File: config.mk
export PLATFORM = sky130hd
export DESIGN_NAME = addressable_latch
export DESIGN_NICKNAME = d
export VERILOG_FILES = /design/src/rtl/addressable_latch_pkg.sv /design/src/rtl/addressable_latch_decode.sv /design/src/rtl/addressable_latch_cell.sv /design/src/rtl/addressable_latch_drive.sv /design/src/rtl/addressable_latch.sv
export SDC_FILE = /design/constraint.sdc
export NUM_CORES = 1
export LEC_CHECK = 0
export BUFFER_PORTS_ARGS = -buffer_cell sky130_fd_sc_hd__buf_4
export CAP_MARGIN = 15
export CORE_AREA = 4 4 41 43
export DETAILED_ROUTE_END_ITERATION = 16
export DIE_AREA = 0 0 45 47
export GPL_ROUTABILITY_DRIVEN = 0
export GPL_TIMING_DRIVEN = 0
export PLACE_DENSITY = 0.66
export SLEW_MARGIN = 20
export SYNTH_ARGS = -nofsm -noshare
export SYNTH_HDL_FRONTEND = slang
export SYNTH_SLANG_ARGS = --single-unit
File: constraint.sdc
create_clock -name clk -period 1 [get_ports clk]
set_input_delay 0.1 -clock clk [delete_from_list [all_inputs] [get_ports clk]]
set_output_delay 0.1 -clock clk [all_outputs]
set_load 0.01 [all_outputs]
File: src/rtl/addressable_latch_pkg.sv
package addressable_latch_pkg;

  // Mode encoding is {clr_n, en_n}
  typedef enum logic [1:0] {
    MODE_DEMUX = 2'b00,
    MODE_CLEAR = 2'b01,
    MODE_WRITE = 2'b10,
    MODE_HOLD  = 2'b11
  } latch_mode_e;

  function automatic latch_mode_e mode_of(input logic clr_n, input logic en_n);
    return latch_mode_e'({clr_n, en_n});
  endfunction

endpackage

File: src/rtl/addressable_latch_decode.sv
module addressable_latch_decode #(
  parameter int SEL_W = 3,
  localparam int NBITS = 1 << SEL_W
) (
  input  logic [SEL_W-1:0] sel,
  output logic [NBITS-1:0] hit
);
  for (genvar i = 0; i < NBITS; i++) begin : g_hit
    assign hit[i] = (sel == SEL_W'(i));
  end
endmodule

File: src/rtl/addressable_latch_cell.sv
module addressable_latch_cell (
  input  logic clk,
  input  logic arst_n,
  input  logic wr,
  input  logic din,
  output logic bit_q
);
  always_ff @(posedge clk or negedge arst_n) begin
    if (!arst_n)  bit_q <= 1'b0;
    else if (wr)  bit_q <= din;
  end
endmodule

File: src/rtl/addressable_latch_drive.sv
module addressable_latch_drive #(
  parameter int NBITS = 8
) (
  input  logic             pass,
  input  logic [NBITS-1:0] hit,
  input  logic [NBITS-1:0] store,
  input  logic             din,
  output logic [NBITS-1:0] q
);
  for (genvar i = 0; i < NBITS; i++) begin : g_out
    // stored bits are already zero while clear holds the cells
    assign q[i] = (pass && hit[i]) ? din : store[i];
  end
endmodule

File: src/rtl/addressable_latch.sv
module addressable_latch
  import addressable_latch_pkg::*;
#(
  parameter int SEL_W = 3,
  localparam int NBITS = 1 << SEL_W
) (
  input  logic             clk,
  input  logic             rst_n,
  input  logic             clr_n,
  input  logic             en_n,
  input  logic [SEL_W-1:0] sel,
  input  logic             din,
  output logic [NBITS-1:0] q
);
  latch_mode_e      mode;
  logic [NBITS-1:0] hit;
  logic [NBITS-1:0] store;
  logic             cell_rst_n;
  logic             wr_any;
  logic             pass;

  assign mode       = mode_of(clr_n, en_n);
  assign cell_rst_n = rst_n & clr_n;
  assign wr_any     = (mode == MODE_WRITE);
  assign pass       = (mode == MODE_WRITE) || (mode == MODE_DEMUX);

  addressable_latch_decode #(.SEL_W(SEL_W)) u_dec (
    .sel (sel),
    .hit (hit)
  );

  for (genvar i = 0; i < NBITS; i++) begin : g_cell
    addressable_latch_cell u_cell (
      .clk    (clk),
      .arst_n (cell_rst_n),
      .wr     (wr_any & hit[i]),
      .din    (din),
      .bit_q  (store[i])
    );
  end

  addressable_latch_drive #(.NBITS(NBITS)) u_drv (
    .pass  (pass),
    .hit   (hit),
    .store (store),
    .din   (din),
    .q     (q)
  );
endmodule

==> impl_metrics.py <==
metrics = {
    "outcome": {
        "result_of_the_run": "finished with violations",
        "violations": "negative setup slack",
    },
    "die": {
        "io_pins": 16,
        "placementRows": 13,
        "initial_utilization_pct": 42.6,
        "chipWidth_um": 45,
        "core_area_um2": 1300,
        "dieHeight_um": 47,
        "fp.dieArea_um2": 2120,
    },
    "yosys": {
        "synth.top_cells.by_count": "sky130_fd_sc_hd__mux2_1, sky130_fd_sc_hd__dfrtp_1, sky130_fd_sc_hd__nor2_1",
        "synth_most_common_cell": "sky130_fd_sc_hd__mux2_1",
        "synth.avg_cell_area_um2": 11.3,
        "synth.top_cell.area_share_pct": 36.1,
        "synth_fp_nets": 57,
        "synthFlopType": "sky130_fd_sc_hd__dfrtp_1",
        "yosys-top-cells-area": "sky130_fd_sc_hd__dfrtp_1, sky130_fd_sc_hd__mux2_1, sky130_fd_sc_hd__mux2_4, sky130_fd_sc_hd__nor2_1, sky130_fd_sc_hd__nand2b_2",
        "sequential_share_of_the_synthesized_area_pct": 36.1,
        "netlist_instances": 49,
        "synthesis.area_um2": 554,
        "yosysWarningCount": 0,
        "yosys.area.top_type": "sky130_fd_sc_hd__dfrtp_1",
        "synth_edf_count": 0,
        "yosys.cell_types.count": 15,
        "synthArstFlopShare_pct": 100,
        "ys_ff_latch": 8,
    },
    "placement": {
        "hpwlAfterDp_um": 823,
        "placement.cell_area_um2": 686,
        "port_buffers": 15,
    },
    "drt": {
        "met2RoutedLength_um": 681,
        "routed_wire_length_per_instance_um": 15.4,
        "number_of_routed_nets_with_antenna_violations": 0,
        "drc": 0,
        "detailedRoute.firstIterationViolations": 3,
        "drt-vias-per-instance": 5.14,
        "highest_metal_layer_used_by_the_detailed_router": "met3",
        "detailedRoute.firstPassIterationCount": 3,
        "detailroute.wirelength.met3_um": 66,
        "wirelength_met1_um": 603,
        "via_count": 452,
        "finalWirelength_um": 1350,
    },
    "clock_network": {
        "htree_num_levels": 1,
        "tritoncts.num_buffers": 3,
        "cts_tree": "yes",
        "clock_tree.buffer_depth": 2,
        "root_buffer": "sky130_fd_sc_hd__clkbuf_4",
        "cts_num_sinks": 8,
        "cts.reportedPaths.clkPinSlew_ps": 50,
        "clkLatencyLatePin_ps": 250,
    },
    "sta": {
        "timing.clock.skew_ps": 0,
        "achievable-frequency_mhz": 874,
        "finalSetupTns_ps": -1020,
        "fin_crit_ps": 1140,
        "report.final.hold_viol_count": 0,
        "relSlewSlack_pct": 68.6,
        "final_max_slew_viol_count": 0,
        "tightest_slew_ps": 471,
        "final_min_period_over_clock_period_pct": 114,
        "worst_slack_ps": -145,
        "setup_viol": 8,
        "grt_setup_unrepaired": "yes",
    },
    "layout": {
        "largest_register_ff_count": 8,
        "finalInstanceArea_um2": 886,
        "n_antenna_cell": 0,
        "max_flop_register": "g_cell.u_cell.bit_q",
        "layout-area-overhead-vs-synth_pct": 59.8,
        "final_nets": 83,
        "biggestRegsByFlops": "g_cell.u_cell.bit_q x8",
        "drive_above_1_share_pct": 65.8,
        "layout.core_utilization_pct": 68.1,
        "num-fill-cells": 96,
    },
    "critical_path": {
        "critical_path_end_type": "output pin",
        "critical_path.slowest_cell": "sky130_fd_sc_hd__mux2_4",
        "timing_worst_setup_path_type": "input port to output pin",
        "r2r_start": "g_cell[5].u_cell.bit_q",
        "max_stage_delay_ps": 320,
        "cell_by_cell_listing_of_the_critical_path": "buf_4 -> nand2b_4 -> nor2_2 -> mux2_4 -> buf_6",
        "critical_path.startpoint": "en_n",
        "arrival_ps": 1040,
        "crit_fanout": 7,
        "cp-start-kind": "input port",
        "required_ps": 900,
    },
    "global_routing": {
        "first_global_vias": 492,
        "grt_first_pass_wirelength_um": 2160,
        "grt_max_degree": 11,
        "grt_util_all_layers_pct": 14.6,
        "antenna_found_initial": 0,
        "grt_ovf": 0,
    },
    "worst_hold_path": {
        "timing.hold.worst.class": "input port to flip-flop",
        "worstHoldStart": "din",
    },
    "pwr": {
        "power.total_w": 0.00129,
        "leakagePower_nw": 0.410,
        "pd_cells_nw_per_um2": 1460,
        "worst_ir_drop_vdd_v": 0.000924,
    },
    "job": {
        "max-cap-violations": 0,
    },
}
per-stage QoR:
step	std cells	setup slack [ps]	hold slack [ps]
2_1_floorplan	49	97.8	-5.61
3_3_place_gp	79	-210	138
3_5_place_dp	79	-205	136
4_1_cts	85	-137	126
5_1_grt	88	-173	130
6_report	88	-145	134
final timing paths:
path                                                to  slack [ps]  cells past startpoint
worst min register to register  g_cell[7].u_cell.bit_q         490                      1
worst min-delay path            g_cell[6].u_cell.bit_q         130                      2
worst max-delay path                              q[7]        -140                      5
worst max register to register  g_cell[5].u_cell.bit_q         120                      2
min in group asynchronous       g_cell[1].u_cell.bit_q         420                      3
max in group asynchronous       g_cell[4].u_cell.bit_q         270                      3
timing repair:
item | CTS | global route
buffers inserted | 1 | 3
hold buffers | 2 | 0
pin swaps | 0 | 0
resized for setup | 24 | 5
endpoints found under the setup margin | 8 | 8
hold endpoints to repair | 8 | 0
cells in the final DEF (no fill, tap or decap), types with 3 or more instances in the layout:
master | synthesis | final
sky130_fd_sc_hd__mux2_4 | 4 | 12
sky130_fd_sc_hd__buf_4 | 0 | 11
sky130_fd_sc_hd__dfrtp_1 | 8 | 8
sky130_fd_sc_hd__buf_6 | 0 | 8
sky130_fd_sc_hd__nor2_1 | 7 | 5
sky130_fd_sc_hd__mux2_1 | 12 | 4
sky130_fd_sc_hd__nand2b_4 | 0 | 3
sky130_fd_sc_hd__nor3_2 | 1 | 3
sky130_fd_sc_hd__clkbuf_4 | 0 | 3
area by class of cell:
type | instances | area [µm²] | share of cell area, %
well taps | 15 | 18.8 | 2.12
repair buffers | 21 | 193 | 21.8
clock buffers | 3 | 22.5 | 2.54
multi-input cells | 40 | 448 | 50.6
flip-flops and latches | 8 | 200 | 22.6
plain buffers | 1 | 3.75 | 0.424
power breakdown:
group          internal (W)  switching, W
Combinational      0.000393      0.000212
Clock              0.000137      0.000107
Sequential         0.000400     0.0000407
Total              0.000930      0.000360
logic make-up after synthesis:
kind of cell | after synthesis | synth area share, %
and+or+nand+nor | 24 | 28.0
muxes | 16 | 35.2
DFF | 8 | 36.1
buffers and inverters | 1 | 0.677
critical path: cells and delay by family:
kind / cells / cell delay (ps)
simple gates: 2 / 340
mux: 1 / 320
buf+inv: 2 / 280
metal layers:
| metal | up-vias | track usage, % |
|---|---|---|
| li1 | 222 | - |
| met4 | 0 | 1.75 |
| met2 | 11 | 23.2 |
| met1 | 219 | 18.0 |
| met3 | 0 | 8.05 |
| met5 | - | 0 |
Power figures use the tool's default switching activity.
